**src/rtl/bank_trk_pkg.sv**
```systemverilog
package bank_trk_pkg;

  localparam logic [3:0] OP_NOP  = 4'd0;
  localparam logic [3:0] OP_ACT  = 4'd1;
  localparam logic [3:0] OP_RD   = 4'd2;
  localparam logic [3:0] OP_WR   = 4'd3;
  localparam logic [3:0] OP_RDA  = 4'd4;
  localparam logic [3:0] OP_WRA  = 4'd5;
  localparam logic [3:0] OP_PRE  = 4'd6;
  localparam logic [3:0] OP_PREA = 4'd7;
  localparam logic [3:0] OP_REF  = 4'd8;
  localparam logic [3:0] OP_MRS  = 4'd9;
  localparam logic [3:0] OP_SRE  = 4'd10;
  localparam logic [3:0] OP_SRX  = 4'd11;
  localparam logic [3:0] OP_RST  = 4'd15;

  typedef enum logic [2:0] {
    BK_IDLE    = 3'd0,
    BK_OPENING = 3'd1,
    BK_OPEN    = 3'd2,
    BK_RD      = 3'd3,
    BK_WR      = 3'd4,
    BK_CLOSING = 3'd5
  } bank_st_e;

  typedef enum logic [2:0] {
    PM_INIT    = 3'd0,
    PM_RUN     = 3'd1,
    PM_PDN_PRE = 3'd2,
    PM_PDN_ACT = 3'd3,
    PM_SELF    = 3'd4
  } pwr_mode_e;

  localparam logic [2:0] E_NONE        = 3'd0;
  localparam logic [2:0] E_TRCD        = 3'd1;
  localparam logic [2:0] E_TRP         = 3'd2;
  localparam logic [2:0] E_ROW_BUSY    = 3'd3;
  localparam logic [2:0] E_NOT_OPEN    = 3'd4;
  localparam logic [2:0] E_PRE_OPENING = 3'd5;
  localparam logic [2:0] E_NEED_IDLE   = 3'd6;
  localparam logic [2:0] E_BAD_MODE    = 3'd7;

endpackage

```
**src/rtl/bank_fsm.sv**
```systemverilog
module bank_fsm
  import bank_trk_pkg::*;
#(
  parameter int TW = 4
) (
  input  logic          clk,
  input  logic          rst_n,
  input  logic          clr,
  input  logic          act,
  input  logic          cas_rd,
  input  logic          cas_wr,
  input  logic          cas_ap,
  input  logic          cas_bc4,
  input  logic          pre,
  input  logic [TW-1:0] t_rcd,
  input  logic [TW-1:0] t_rp,
  input  logic [TW-1:0] t_cl,
  input  logic [TW-1:0] t_cwl,
  output bank_st_e      state
);

  localparam int CW = TW + 2;

  logic [CW-1:0] cnt;
  logic          ap_q;
  logic [CW-1:0] burst_len;
  logic [CW-1:0] rd_len;
  logic [CW-1:0] wr_len;
  bank_st_e      close_st;
  logic [CW-1:0] close_cnt;

  always_comb begin
    burst_len = cas_bc4 ? CW'(2) : CW'(4);
    rd_len    = CW'(t_cl) + burst_len - CW'(1);
    wr_len    = CW'(t_cwl) + burst_len - CW'(1);
    close_st  = (t_rp > TW'(1)) ? BK_CLOSING : BK_IDLE;
    close_cnt = CW'(t_rp) - CW'(1);
  end

  always_ff @(posedge clk or negedge rst_n) begin
    if (!rst_n) begin
      state <= BK_IDLE;
      cnt   <= '0;
      ap_q  <= 1'b0;
    end else if (clr) begin
      state <= BK_IDLE;
      cnt   <= '0;
      ap_q  <= 1'b0;
    end else if (act) begin
      if (t_rcd > TW'(1)) begin
        state <= BK_OPENING;
        cnt   <= CW'(t_rcd) - CW'(1);
      end else begin
        state <= BK_OPEN;
      end
    end else if (cas_rd || cas_wr) begin
      state <= cas_rd ? BK_RD : BK_WR;
      cnt   <= cas_rd ? rd_len : wr_len;
      ap_q  <= cas_ap;
    end else if (pre) begin
      state <= close_st;
      cnt   <= close_cnt;
    end else begin
      case (state)
        BK_OPENING: begin
          if (cnt <= CW'(1)) state <= BK_OPEN;
          else               cnt   <= cnt - CW'(1);
        end
        BK_RD, BK_WR: begin
          if (cnt <= CW'(1)) begin
            ap_q <= 1'b0;
            if (ap_q) begin
              state <= close_st;
              cnt   <= close_cnt;
            end else begin
              state <= BK_OPEN;
            end
          end else begin
            cnt <= cnt - CW'(1);
          end
        end
        BK_CLOSING: begin
          if (cnt <= CW'(1)) state <= BK_IDLE;
          else               cnt   <= cnt - CW'(1);
        end
        default: ;
      endcase
    end
  end

endmodule

```
**src/rtl/cmd_rules.sv**
```systemverilog
module cmd_rules
  import bank_trk_pkg::*;
#(
  parameter int NB = 8,
  parameter int BW = 3
) (
  input  pwr_mode_e             mode,
  input  logic [3:0]            op,
  input  logic [BW-1:0]         bank,
  input  logic                  cke,
  input  logic                  valid,
  input  logic [NB-1:0][2:0]    banks,
  output logic                  ready,
  output logic                  take,
  output logic                  legal,
  output logic [2:0]            code,
  output logic                  all_idle
);

  logic     any_opening;
  bank_st_e sel_st;
  logic     in_pdn;

  always_comb begin
    all_idle    = 1'b1;
    any_opening = 1'b0;
    for (int b = 0; b < NB; b++) begin
      if (banks[b] != BK_IDLE)    all_idle    = 1'b0;
      if (banks[b] == BK_OPENING) any_opening = 1'b1;
    end
  end

  assign sel_st = bank_st_e'(banks[bank]);
  assign in_pdn = (mode == PM_PDN_PRE) || (mode == PM_PDN_ACT);
  assign ready  = (op == OP_RST) || !(in_pdn || ((mode == PM_RUN) && !cke));
  assign take   = valid && ready;

  always_comb begin
    code = E_NONE;
    if (op != OP_RST) begin
      case (mode)
        PM_INIT: if (op != OP_NOP && op != OP_MRS) code = E_BAD_MODE;
        PM_SELF: if (op != OP_NOP && op != OP_SRX) code = E_BAD_MODE;
        PM_RUN: begin
          case (op)
            OP_NOP: code = E_NONE;
            OP_ACT: begin
              if (sel_st == BK_CLOSING)   code = E_TRP;
              else if (sel_st != BK_IDLE) code = E_ROW_BUSY;
            end
            OP_RD, OP_WR, OP_RDA, OP_WRA: begin
              if (sel_st == BK_OPENING)   code = E_TRCD;
              else if (sel_st != BK_OPEN) code = E_NOT_OPEN;
            end
            OP_PRE:  if (sel_st == BK_OPENING) code = E_PRE_OPENING;
            OP_PREA: if (any_opening)          code = E_PRE_OPENING;
            OP_REF, OP_MRS, OP_SRE: if (!all_idle) code = E_NEED_IDLE;
            default: code = E_BAD_MODE;
          endcase
        end
        default: code = E_BAD_MODE;
      endcase
    end
  end

  assign legal = (code == E_NONE);

endmodule

```
**src/rtl/bank_cmd_tracker.sv**
```systemverilog
module bank_cmd_tracker
  import bank_trk_pkg::*;
#(
  parameter int NB = 8,
  parameter int TW = 4,
  localparam int BW = $clog2(NB)
) (
  input  logic            clk,
  input  logic            rst_n,
  input  logic            cke,
  input  logic            cmd_valid,
  output logic            cmd_ready,
  input  logic [3:0]      cmd_op,
  input  logic [BW-1:0]   cmd_bank,
  input  logic            cmd_bc4,
  input  logic [TW-1:0]   t_rcd,
  input  logic [TW-1:0]   t_rp,
  input  logic [TW-1:0]   t_cl,
  input  logic [TW-1:0]   t_cwl,
  output logic [NB*3-1:0] bank_state,
  output logic [2:0]      pwr_mode,
  output logic            cmd_ok,
  output logic            cmd_err,
  output logic [2:0]      err_code
);

  bank_st_e           st [NB];
  logic [NB-1:0][2:0] st_vec;
  pwr_mode_e          mode_q;
  logic               take;
  logic               legal;
  logic [2:0]         code;
  logic               all_idle;
  logic               do_ok;
  logic               is_rd;
  logic               is_wr;
  logic               is_ap;

  cmd_rules #(.NB(NB), .BW(BW)) u_rules (
    .mode     (mode_q),
    .op       (cmd_op),
    .bank     (cmd_bank),
    .cke      (cke),
    .valid    (cmd_valid),
    .banks    (st_vec),
    .ready    (cmd_ready),
    .take     (take),
    .legal    (legal),
    .code     (code),
    .all_idle (all_idle)
  );

  assign do_ok = take && legal;
  assign is_rd = (cmd_op == OP_RD) || (cmd_op == OP_RDA);
  assign is_wr = (cmd_op == OP_WR) || (cmd_op == OP_WRA);
  assign is_ap = (cmd_op == OP_RDA) || (cmd_op == OP_WRA);

  for (genvar b = 0; b < NB; b++) begin : g_bank
    logic sel;
    logic row_up;
    assign sel    = (cmd_bank == BW'(b));
    assign row_up = (st[b] == BK_OPEN) || (st[b] == BK_RD) || (st[b] == BK_WR);

    bank_fsm #(.TW(TW)) u_bank (
      .clk     (clk),
      .rst_n   (rst_n),
      .clr     (take && (cmd_op == OP_RST)),
      .act     (do_ok && sel && (cmd_op == OP_ACT)),
      .cas_rd  (do_ok && sel && is_rd),
      .cas_wr  (do_ok && sel && is_wr),
      .cas_ap  (is_ap),
      .cas_bc4 (cmd_bc4),
      .pre     (do_ok && row_up && (((cmd_op == OP_PRE) && sel) || (cmd_op == OP_PREA))),
      .t_rcd   (t_rcd),
      .t_rp    (t_rp),
      .t_cl    (t_cl),
      .t_cwl   (t_cwl),
      .state   (st[b])
    );

    assign st_vec[b]            = st[b];
    assign bank_state[b*3 +: 3] = st[b];
  end

  always_ff @(posedge clk or negedge rst_n) begin
    if (!rst_n) begin
      mode_q <= PM_INIT;
    end else if (take && (cmd_op == OP_RST)) begin
      mode_q <= PM_INIT;
    end else begin
      case (mode_q)
        PM_INIT: if (do_ok && cmd_op == OP_MRS) mode_q <= PM_RUN;
        PM_RUN: begin
          if (!cke)                               mode_q <= all_idle ? PM_PDN_PRE : PM_PDN_ACT;
          else if (do_ok && cmd_op == OP_SRE)     mode_q <= PM_SELF;
        end
        PM_PDN_PRE, PM_PDN_ACT: if (cke) mode_q <= PM_RUN;
        PM_SELF: if (do_ok && cmd_op == OP_SRX) mode_q <= PM_RUN;
        default: mode_q <= PM_INIT;
      endcase
    end
  end

  always_ff @(posedge clk or negedge rst_n) begin
    if (!rst_n) begin
      cmd_ok   <= 1'b0;
      cmd_err  <= 1'b0;
      err_code <= E_NONE;
    end else begin
      cmd_ok   <= take && legal;
      cmd_err  <= take && !legal;
      err_code <= take ? code : E_NONE;
    end
  end

  assign pwr_mode = mode_q;

endmodule

```
**config.mk**
```make
export PLATFORM = sky130hd
export DESIGN_NAME = bank_cmd_tracker
export DESIGN_NICKNAME = d
export VERILOG_FILES = /design/src/rtl/bank_trk_pkg.sv /design/src/rtl/bank_fsm.sv /design/src/rtl/cmd_rules.sv /design/src/rtl/bank_cmd_tracker.sv
export SDC_FILE = /design/constraint.sdc
export NUM_CORES = 1
export LEC_CHECK = 0
export CAP_MARGIN = 5
export CORE_ASPECT_RATIO = 0.5
export CORE_MARGIN = 5
export CORE_UTILIZATION = 50
export CTS_CLUSTER_SIZE = 10
export DETAILED_ROUTE_END_ITERATION = 8
export DONT_BUFFER_PORTS = 1
export SYNTH_ARGS = -nofsm -noshare
export SYNTH_HDL_FRONTEND = slang
export SYNTH_SLANG_ARGS = --single-unit
export TNS_END_PERCENT = 1
```
**constraint.sdc**
```tcl
create_clock -name clk -period 7.37 [get_ports clk]
set_clock_uncertainty 0.1 [all_clocks]
set_input_delay 1.474 -clock clk [delete_from_list [all_inputs] [get_ports clk]]
set_output_delay 1.474 -clock clk [all_outputs]
set_load 0.02 [all_outputs]
```
-- Yosys cells after proc, flatten, opt, wreduce, memory -nomap -nowiden
Index checks and enable logic that the tools add are counted.
- add/subtract/negate cells: 14
- order comparisons: 11
- eq/ne operators: 137
- multiplexer cells: 243
- reductions and logical operators: 197
- operators by type and width (operator ; number):
    $mux 6 ; 65
    $mux 3 ; 91
    $ne 6x2->1 const B ; 22
    $reduce_and 4->1 ; 25
    $pmux 6 s2 ; 8
    $pmux 3 s3 ; 9
    $reduce_bool 3->1 ; 25
    $eq 3x3->1 const B ; 22
    $logic_and 1x1->1 ; 66
    $mux 1 ; 65
    $eq 3x2->1 const B ; 20
    $sub 6x1->6 const B ; 10
    $reduce_bool 7->1 ; 8
    $ne 7x3->1 const B ; 7
    $le 6x1->1 const B ; 8
    $reduce_bool 6->1 ; 8
    $ne 3x3->1 const B ; 14
    $ne 6x3->1 const B ; 7
    $logic_or 1x1->1 ; 38
    $reduce_or 2->1 ; 17
    $eq 3x1->1 const B ; 11
    $eq 4x4->1 const B ; 5
    $ne 3x2->1 const B ; 6
    $ne 6x1->1 const B ; 3
    22 further kinds ; 42
- register bits: 88
- input port bits: 28
- output and inout bits: 33
- word-level logic and storage cells: 630

-- Longest topological paths before layout
Gate-level depths: netlist (run 1).
- depth after elaboration: 21
- mapped depth: 15
- gate-level depth less buffers: 13

-- Modules after synthesis
From an unflattened synthesis (run 1), not the netlist that was laid out.
- cells, all modules: 1624
- area, all modules: 12714.7 µm²
- modules (own cells, without submodules) (module ; times used ; cells an instance ; area each (µm²) ; seq. area each (µm²)):
    bank_fsm (g_bank[0].u_bank ...) ; 4 ; 174 ; 1392.6 ; 250.2
    bank_fsm (g_bank[5].u_bank ...) ; 2 ; 178 ; 1385.1 ; 250.2
    bank_fsm (g_bank[2].u_bank) ; 1 ; 180 ; 1412.6 ; 250.2
    bank_fsm (g_bank[7].u_bank) ; 1 ; 181 ; 1396.3 ; 250.2
    bank_cmd_tracker ; 1 ; 122 ; 874.6 ; 200.2
    cmd_rules ; 1 ; 89 ; 690.7 ; 0.0

-- Worst setup path after synthesis (run 1)
OpenSTA, ideal clock, no wires.
- path type: input-to-reg
- from: in cmd_bank[0]
- to: reg g_bank[2].u_bank.cnt[0]
- library setup time: 0.122 ns
- arrival time: 4.103 ns
- data required time: 7.148 ns
- slack: 3.046 ns
- cell stages on the path: 12
- path buffers: 2
- cell sequence: buf_6 -> mux2_4 -> o32ai_2 -> a211oi_1 -> a2111o_1 -> nor3_4 -> a31oi_4 -> inv_4 -> buf_6 -> mux2_2 -> and3_1 -> a32o_1
- longest elaborated chain between the ends: 16
- elaborated cells on any way between the ends: 36
- those cells by class: 7 x eq/ne; 15 x mux; 14 x reduce/logical
- ends and longest elaborated chain (element ; line ; source):
    from (decl) ; bank_cmd_tracker.sv:14 ; input logic [BW-1:0] cmd_bank,
    $bmux 3 s3 ; cmd_rules.sv:33 ; assign sel_st = bank_st_e'(banks[bank]);
    $mux 3 (not written as such) ; cmd_rules.sv:33 ;
    $ne 3x2->1 or $reduce_bool 3->1 (tied branches) ; cmd_rules.sv:53, cmd_rules.sv:49 ;
    $mux 3 or $mux 2 (tied branches) ; cmd_rules.sv:53, cmd_rules.sv:49 ;
    $mux 3, on equally long branches ; cmd_rules.sv:52, cmd_rules.sv:48 ;
    $pmux 3 s6 ; cmd_rules.sv:45 ; case (op)
    $pmux 3 s3 ; cmd_rules.sv:41 ; case (mode)
    $mux 3 ; cmd_rules.sv:40 ; if (op != OP_RST) begin
    $logic_not 3->1 ; cmd_rules.sv:66 ; assign legal = (code == E_NONE);
    $logic_and 1x1->1 ; bank_cmd_tracker.sv:53 ; assign do_ok = take && legal;
    $logic_and 1x1->1, on equally long branches ; n/a ;
    $logic_and 1x1->1, on equally long branches ; bank_cmd_tracker.sv:73, bank_cmd_tracker.sv:69, bank_cmd_tracker.sv:70 ;
    $mux 6, or another cell as far along ; bank_fsm.sv:60 ; end else if (pre) begin
    $mux 6 ; bank_fsm.sv:56 ; end else if (cas_rd || cas_wr) begin
    $mux 6 ; bank_fsm.sv:49 ; end else if (act) begin
    $mux 6 ; bank_fsm.sv:45 ; end else if (clr) begin
    to (signal assigned) ; bank_fsm.sv:52 ; cnt <= CW'(t_rcd) - CW'(1);
    to (signal assigned) ; bank_fsm.sv:58 ; cnt <= cas_rd ? rd_len : wr_len;
    to (signal assigned) ; bank_fsm.sv:62 ; cnt <= close_cnt;
    to (decl) ; bank_fsm.sv:24 ; logic [CW-1:0] cnt;
Several ways; a longest one is shown, not always the timed one. The select of a mux whose other input is x is not followed.
A chain may end at the register's enable or synchronous reset.

-- Worst setup path in the final report (run 1)
- from: in cmd_op[2]
- to: reg g_bank[1].u_bank.cnt[4]
- longest elaborated chain between the ends: 13
- elaborated cells on any way between the ends: 51
- those cells by class: 17 x eq/ne; 10 x mux; 24 x reduce/logical
- ends and longest elaborated chain (element ; line ; source):
    from (decl) ; bank_cmd_tracker.sv:13 ; input logic [3:0] cmd_op,
    $eq 4x2->1, or another cell as far along ; cmd_rules.sv:45, bank_cmd_tracker.sv:54 ;
    $reduce_or 4->1, or another cell as far along ; cmd_rules.sv:45 ;
    $pmux 3 s6, or another cell as far along ; cmd_rules.sv:45 ;
    $pmux 3 s3 ; cmd_rules.sv:41 ;
    $mux 3 ; cmd_rules.sv:40 ;
    $logic_not 3->1 ; cmd_rules.sv:66 ;
    $logic_and 1x1->1 ; bank_cmd_tracker.sv:53 ;
    $logic_and 1x1->1, on equally long branches ; n/a ;
    $logic_and 1x1->1, on equally long branches ; bank_cmd_tracker.sv:73, bank_cmd_tracker.sv:69, bank_cmd_tracker.sv:70 ;
    $mux 6, or another cell as far along ; bank_fsm.sv:60 ;
    $mux 6 ; bank_fsm.sv:56 ;
    $mux 6 ; bank_fsm.sv:49 ;
    $mux 6 ; bank_fsm.sv:45 ;
    to (signal assigned) ; bank_fsm.sv:52 ;
    to (signal assigned) ; bank_fsm.sv:58 ;
    to (signal assigned) ; bank_fsm.sv:62 ;
    to (decl) ; bank_fsm.sv:24 ;
Several ways; a longest one is shown, not always the timed one.

==> results of run 1 <==
## per-stage QoR
stage | total power [mW] | hold slack (ps) | std cells | utilization
2_1_floorplan | 2.39 | 349 | 1217 | -
3_3_place_gp | 2.82 | 368 | 1401 | 0.510
3_5_place_dp | 2.84 | 382 | 1401 | 0.510
4_1_cts | 3.39 | 403 | 1417 | 0.528
5_1_grt | 3.65 | 443 | 1417 | 0.528
6_report | 3.46 | 402 | 1417 | 0.528
## worst max-delay path: cells and delay by family
| family | cells | cell delay [ps] |
|---|---|---|
| AOI/OAI and AO/OA | 5 | 1970 |
| buffers and inverters | 2 | 780 |
| and+or+nand+nor | 4 | 1180 |
## final cells by class
type | instances | area, um2
tap | 240 | 300
timing repair buffer | 14 | 105
sequential | 88 | 2200
inverter | 65 | 246
multi-input combinational | 994 | 6480
clock inverter | 2 | 60.1
clock buffer | 14 | 274
fill | 1751 | 8640
## path summary, 6_finish.rpt
kind	startpoint	endpoint	slack [ps]	cells past startpoint
max in group asynchronous	rst_n	g_bank[2].u_bank.ap_q$_DFFE_PN0P_	6250	0
setup reg to reg	g_bank[0].u_bank.state[1]$_DFFE_PN0P_	g_bank[1].u_bank.cnt[4]$_DFFE_PN0P_	2470	12
hold reg to reg	g_bank[2].u_bank.cnt[4]$_DFFE_PN0P_	g_bank[2].u_bank.cnt[4]$_DFFE_PN0P_	400	2
min in group asynchronous	rst_n	err_code[1]$_DFF_PN0_	710	0
setup / recovery	cmd_op[2]	g_bank[1].u_bank.cnt[4]$_DFFE_PN0P_	2130	11
hold / removal	g_bank[2].u_bank.cnt[4]$_DFFE_PN0P_	g_bank[2].u_bank.cnt[4]$_DFFE_PN0P_	400	2
## registers in the layout, indices dropped and copies added, names as in the netlist
name	flops
err_code	3
cmd_err	1
cmd_ok	1
pwr_mode	3
g_bank.u_bank.cnt	48
g_bank.u_bank.ap_q	8
g_bank.u_bank.state	24
## logic make-up (layout without fill, tap and decap cells)
family,Yosys count,count (layout),synth area share
AO/OA/AOI/OAI,402,402,0.303
XOR/XNOR,42,42,0.0396
adder cells (fa/ha/maj),34,34,0.0475
buffers and inverters,135,95,0.0655
flip-flops,88,88,0.237
multiplexers,58,58,0.0689
AND/OR/NAND/NOR,458,458,0.238
## per-layer routing
metal  global-route usage  vias to the layer above  share of wire  wire length, um
met5                    0                        -        0.00058               23
met4               0.0697                        2          0.018              720
met3                0.158                       76           0.17             6680
met2                0.488                      739           0.38            15200
met1                0.528                     4897           0.43            17000
li1                     -                     4406              -                -
## power breakdown
| part | total [mW] | switching, mW | internal [mW] |
|---|---|---|---|
| sequential | 1.03 | 0.372 | 0.663 |
| clock | 0.545 | 0.219 | 0.326 |
| combinational | 1.88 | 1.09 | 0.783 |
## cell usage in the layout, fill, tap and decap left out, types with 9 or more instances in the layout
cell	count
a31oi_1	20
xnor2_1	32
a211oi_1	15
a22oi_1	14
nand3_1	39
nor2b_1	12
a32o_1	10
a32oi_1	10
buf_4	14
o211ai_1	11
o22ai_1	39
mux2i_1	41
nor3_1	42
mux2_2	13
o21a_1	11
o31ai_1	11
o21ai_1	10
ha_1	32
nand2_1	135
a21o_1	12
clkbuf_16	9
a21oi_1	69
nor2_1	131
xor2_1	10
and2_1	11
or3_1	11
inv_1	63
a22o_1	11
o21ai_0	76
dfrtp_1	88
nand2b_1	26
o221ai_1	9
==> summary.md, run 1 <==
| Metric | Value |
|---|---|
| Routability Congestion | `approximately 1.0` |
| CTS clock-pin slew for the worst setup and hold paths | `80 ps` |
| Count leader, synth | `nand2_1` |
| Share of post-route cells with drive strength above 1 | `0.0739` |
| Final wirelength | `~40 mm` |
| Vias | `around 10000` |
| Crit-path most repeated cell | `nor2_1` |
| Largest fanout on the critical path | `43` |
| Die area | `21500 um2` |
| Area after DPL | `9340 um2` |
| Status | `completed` |
| Global-route wire length before repair | `58.7 mm` |
| Minimum clock period | `approximately 5200 ps` |
| Critical-path cell list | `nor2_1 -> a31oi_1 -> o32ai_1 -> and2_1 -> a31oi_4 -> inv_4 -> buf_4 -> nand2_1 -> o21ai_1 -> nor2_1 -> a221oi_2` |
| H-tree levels | `3` |
| Crit path DAT | `roughly 5400 ps` |
| DRT iter0 DRCs | `1694` |
| I/O Buffers | `0` |
| Flops & latches, synth | `88` |
| Relative slew margins | `0.0216` |
| Top cell type's share of synthesized area | `0.237` |
| Yosys warning count | `0` |
| CTS buffer count | `9` |
| Commonest register cell after synthesis | `dfrtp_1` |
| Post-route cell area | `9670 um2` |
| Net Count, Synth | `between 1000 and 1500` |
| GRT Overall Usage | `0.361` |
| Chip Width | `between 200 and 250 um` |
| Via density | `just over 7` |
| Max Cap Viol | `0` |
| Area delta synth->final | `4.21%` |
| TritonCTS clock tree | `built` |
| CP startpoint kind | `input pin` |
| Clock Sinks | `slightly below 90` |
| Largest net degree at the start of global routing | `89` |
| Worst Setup Path Type | `in2reg` |
| Clock Path Buffers | `2` |
| Initial Utilization | `0.507` |
| Hold/Removal Path Class | `reg2reg` |
| Diodes inserted | `0` |
| Final HPWL DP | `between 20 and 30 mm` |
| CP Capture Type | `flip-flop` |
| CP peak stage delay | `around 730 ps` |
| Fmax | `around 190 MHz` |
| Clock Latency Late Sink | `around 360 ps` |
| Sequential fraction of the synthesis area | `0.237` |
| WP data required | `between 7000 and 8000 ps` |
| Yosys cell types | `95` |
| Boundary pin count | `61` |
| Slew Limit Fails | `0` |
| Post-synth top cells | `nand2_1 (135), nor2_1 (131), dfrtp_1 (88), o21ai_0 (76), a21oi_1 (69)` |
| Overflow left after global routing | `0` |
| Vias in the first global route | `roughly 9300` |
| Root Buffer | `clkbuf_16` |
| Post-route DRC violation count | `0` |
| WL/cell | `~28 um` |
| Final setup fails | `0` |
| # rows | `35` |
| Crit-path slowest cell | `o21ai_1` |
| Largest area contributor in the netlist | `dfrtp_1` |
| Cts repair resizes | `0` |
| Synth async-reset ratio | `1.00` |
| CTS Hold Bufs | `0` |
| RSZ-0062 raised after global routing | `false` |
| Pwr/cell area | `between 300 and 400 nW/um2` |
| TNS Setup | `0 ps` |
| Final ANT Viol Nets | `0` |
| Peak VDD IR | `0.170 mV` |
| Syn avg cell area | `7.62 um2` |
| Leak Pwr | `~4 nW` |
| Synth area leaders | `dfrtp_1 (24%), nand2_1 (5.5%), nor2_1 (5.3%), mux2i_1 (4.4%), ha_1 (4.3%)` |
| Cell Area, Synth | `9280 um2` |
| Fin. Hold Viols | `0` |
| Setup WS post-layout | `around 2100 ps` |
| Worst Tran Pin Value | `1460 ps` |
| EDFF count, synth | `0` |
| Core area | `about 18000 um2` |
| Pre-Repair DR Iteration Count | `6` |
| Die H | `roughly 110 um` |
| Dpl ws | `1880 ps` |
| Synth Instances | `1217` |
| Postcts setup bufs | `0` |
| Nets | `1234` |
| Initial antenna violation count | `0` |
| Fin crit share | `0.711` |
(Power assumes the default switching activity.)
==> run 2, diff against run 1 <==
--- a/config.mk
+++ b/config.mk
@@ -5,6 +5,7 @@
 export SDC_FILE = /design/constraint.sdc
 export NUM_CORES = 1
 export LEC_CHECK = 0
+export ABC_AREA = 1
 export CAP_MARGIN = 5
 export CORE_ASPECT_RATIO = 0.5
 export CORE_MARGIN = 5
@@ -12,6 +13,7 @@
 export CTS_CLUSTER_SIZE = 10
 export DETAILED_ROUTE_END_ITERATION = 8
 export DONT_BUFFER_PORTS = 1
+export PLACE_DENSITY = 0.68
 export SYNTH_ARGS = -nofsm -noshare
 export SYNTH_HDL_FRONTEND = slang
 export SYNTH_SLANG_ARGS = --single-unit
==> constraint.sdc (replaced) <==
create_clock -name clk -period 4.3 [get_ports clk]
set_clock_uncertainty 0.1 [all_clocks]
set_input_delay 0.86 -clock clk [delete_from_list [all_inputs] [get_ports clk]]
set_output_delay 0.86 -clock clk [all_outputs]
set_load 0.02 [all_outputs]
==> run 2 against run 1 <==
- global-route usage shrank 3.0 points
- register-to-register slack got worse by 2000 ps
- die area up 3.2%
- critical endpoint is now g_bank[3].u_bank.cnt[5]$_DFFE_PN0P_
- hold slack got worse by 310 ps
- largest cell class unchanged
- cell area rose by 5.8%
- critical path depth grew 11
- clock power grew 50%
==> summary.md, run 2 <==
| Metric | Value |
|---|---|
| Post-route cell area | `10200 um2 (+5.8%)` |
| Fin crit share | `0.882` |
| DRT iter0 DRCs | `1400 (-17%)` |
| Most common cell after layout, fill and taps aside | `nand2_1` |
| Relative slew margins | `0.453 (+0.432)` |
| Boundary pin count | `61 (unchanged)` |
| Area delta synth->final | `6.61%` |
| Die H | `108 um (+1.5%)` |
| Dpl ws | `348 ps (-1530 ps)` |
| Max Cap Viol | `0 (unchanged)` |
| Vias in the first global route | `10000 (+8.4%)` |
| Share of post-route cells with drive strength above 1 | `0.0660 (-0.00796)` |
| Area after DPL | `9940 um2 (+6.4%)` |
| Largest fanout on the critical path | `16 (-63%)` |
| Synth area leaders | `nand2_1 (26%), dfrtp_1 (23%), nand3_1 (8.1%), inv_1 (7.0%), nor2_1 (6.5%)` |
| RSZ-0062 raised after global routing | `false` |
| GRT Overall Usage | `0.331 (-0.0298)` |
| Nets | `1740 (+41%)` |
| Post-route DRC violation count | `0 (unchanged)` |
| Largest regs | `g_bank.u_bank.cnt (48), g_bank.u_bank.state (24), g_bank.u_bank.ap_q (8)` |
| Net Count, Synth | `1741 (+36%)` |
| CP Capture Type | `flip-flop` |
| Combinational power share | `0.616 (+0.073)` |
| Cts repair resizes | `0 (unchanged)` |
| Pre-Repair DR Iteration Count | `6 (unchanged)` |
| Final ANT Viol Nets | `0 (unchanged)` |
| Crit path DAT | `4000 ps (-1420 ps)` |
| Commonest register cell after synthesis | `dfrtp_1` |
| Post-synth top cells | `nand2_1 (657), inv_1 (178), nor2_1 (167), nand3_1 (155), o21ai_0 (91)` |
| Syn avg cell area | `5.72 um2 (-25%)` |
| Clock Latency Late Sink | `360 ps (about the same)` |
| Largest net degree at the start of global routing | `89 (unchanged)` |
| Core area | `18600 um2 (+1.7%)` |
| Yosys cell types | `46 (-52%)` |
| Setup WS post-layout | `507 ps (-1620 ps)` |
| Util after Layout | `0.550 (+0.0216)` |
| TritonCTS clock tree | `built` |
| I/O Buffers | `0 (unchanged)` |
| Worst Setup Path Type | `reg2reg` |
| Fmax | `around 260 MHz` |
| H-tree levels | `3 (unchanged)` |
| Total power | `6.71 mW (+94%)` |
| GRT Max-Usage Layer | `met2` |
| CTS Hold Bufs | `0 (unchanged)` |
| Synth async-reset ratio | `1.00 (unchanged)` |
| TNS Setup | `0 ps (unchanged)` |
| Clock Path Buffers | `2 (unchanged)` |
| Largest register FFs | `48 (unchanged)` |
| CTS buffer count | `9 (unchanged)` |
| Root Buffer | `clkbuf_16` |
| Slew Limit Fails | `0 (unchanged)` |
| Overflow left after global routing | `0 (unchanged)` |
| Worst Tran Pin Value | `820 ps (-638 ps)` |
| # rows | `35 (unchanged)` |
| Clock Power Share | `0.121 (-0.037)` |
| Leak Pwr | `5.72 nW (+47%)` |
| Top cell type's share of synthesized area | `0.257 (+0.0196)` |
| Sequential fraction of the synthesis area | `0.229 (-0.00789)` |
| Vias | `11100 (+9.8%)` |
| GRT met1 Usage | `0.465 (-0.0630)` |
| Chip Width | `206 um (+1.6%)` |
| WP data required | `4500 ps (-3050 ps)` |
| Most frequent cells in the layout | `nand2_1 (656), inv_1 (178), nor2_1 (167)` |
| Initial Utilization | `0.516 (+0.00879)` |
| Largest area contributor in the netlist | `nand2_1` |
| Final HPWL DP | `28.0 mm (-4.8%)` |
| Pint | `3.08 mW (+74%)` |
| Count leader, synth | `nand2_1` |
| Hold/Removal Path Class | `in2async` |
| Sw Share | `0.540 (+0.0536)` |
| Final wirelength | `37.0 mm (-6.7%)` |
| CTS clock-pin slew for the worst setup and hold paths | `70 ps (about the same)` |
| Pwr/cell area | `656 nW/um2 (+84%)` |
| Global-route wire length before repair | `56.8 mm (-3.3%)` |
| Postcts setup bufs | `0 (unchanged)` |
| Yosys warning count | `0 (unchanged)` |
| Flops & latches, synth | `88 (unchanged)` |
| GR Layer Usage met3 | `0.124 (-0.0338)` |
| Minimum clock period | `roughly 3800 ps` |
| Via density | `5.72 (-20%)` |
| Final setup fails | `0 (unchanged)` |
| Switch Pwr | `3.63 mW (+120%)` |
| Clock Sinks | `88 (unchanged)` |
| Initial antenna violation count | `0 (unchanged)` |
| Diodes inserted | `0 (unchanged)` |
| Status | `completed` |
| Fin. Hold Viols | `0 (unchanged)` |
| GRT met2 Usage | `0.480 (-0.00710)` |
| Synth Instances | `1679 (+38%)` |
| Seq pwr share | `0.263 (-0.036)` |
| Routability Congestion | `1.02 (+0.11%)` |
| WL/cell | `19.1 um (-32%)` |
| Peak VDD IR | `0.334 mV (+96%)` |
| EDFF count, synth | `0 (unchanged)` |
| Die area | `22200 um2 (+3.2%)` |
| CP startpoint kind | `flip-flop` |
| Cell Area, Synth | `9600 um2 (+3.4%)` |
| Top reg by flops | `g_bank.u_bank.cnt` |
## run 2: kinds of logic (layout without fill, tap and decap cells)
logic type,after synthesis,in the layout,share of synthesized area
xor+xnor,37,37,0.0338
mux,1,1,0.00104
fa+ha+maj,34,34,0.0459
compound gates,197,197,0.111
flops,88,88,0.229
simple gates,1075,1075,0.474
buf+inv,247,251,0.105
## run 2: area by class of cell
class	count	area, um2
fillers	1968	8380
multi-input cells	1344	6390
flip-flops and latches	88	2200
inverters	199	747
well taps	259	324
clock buffers	13	270
repair buffers	36	270
clock inverters	3	25.0
## run 2: layer usage
metal,up-vias,part of all wire
met2,585,0.40
met5,-,0
met4,0,0.027
met3,92,0.14
met1,5108,0.44
li1,5329,-
## run 2: power by group through the flow
stage	registers [mW]	clock network [mW]	logic (mW)
finish	1.77	0.815	4.13
global placement	1.76	0	3.94
global route	1.81	0.856	4.65
floorplan	1.63	0	3.18
detailed placement	1.76	0	4.02
CTS	1.75	0.821	4.04
## run 2: metrics by stage
step / hold slack [ps] / std cells
3_5_place_dp: 388 / 1926
2_1_floorplan: 366 / 1679
5_1_grt: 77.7 / 1942
6_report: 90.4 / 1942
4_1_cts: 85.3 / 1942
3_3_place_gp: 385 / 1926
## run 2: critical path: stages, from the launching register on
cell	delay [ps]
dfrtp_1	560
nor2_1	230
nand2_1	130
nor3_1	160
nand3_1	180
nand2_1	130
nand3_1	70
nor2_1	110
nand2_1	50
nand2_1	80
nand2_1	60
nand2_1	180
nand3_2	170
nor2_8	300
buf_4	250
nand3_1	90
nand2_1	120
inv_2	50
nand2_1	60
nand2_1	260
nor2_1	240
nand2_1	70
nand2_1	60
## run 2: final timing paths
| check | start | endpoint | slack, ps | cells after the start |
|---|---|---|---|---|
| setup / recovery | g_bank[1].u_bank.state[1]$_DFFE_PN0P_ | g_bank[3].u_bank.cnt[5]$_DFFE_PN0P_ | 510 | 22 |
| hold / removal | rst_n | g_bank[6].u_bank.cnt[0]$_DFFE_PN0P_ | 90 | 0 |
| setup reg to reg | g_bank[1].u_bank.state[1]$_DFFE_PN0P_ | g_bank[3].u_bank.cnt[5]$_DFFE_PN0P_ | 510 | 22 |
| hold reg to reg | g_bank[7].u_bank.cnt[1]$_DFFE_PN0P_ | g_bank[7].u_bank.cnt[1]$_DFFE_PN0P_ | 410 | 2 |
| max in group asynchronous | rst_n | g_bank[6].u_bank.cnt[4]$_DFFE_PN0P_ | 3790 | 0 |
| min in group clk | g_bank[7].u_bank.cnt[1]$_DFFE_PN0P_ | g_bank[7].u_bank.cnt[1]$_DFFE_PN0P_ | 410 | 2 |
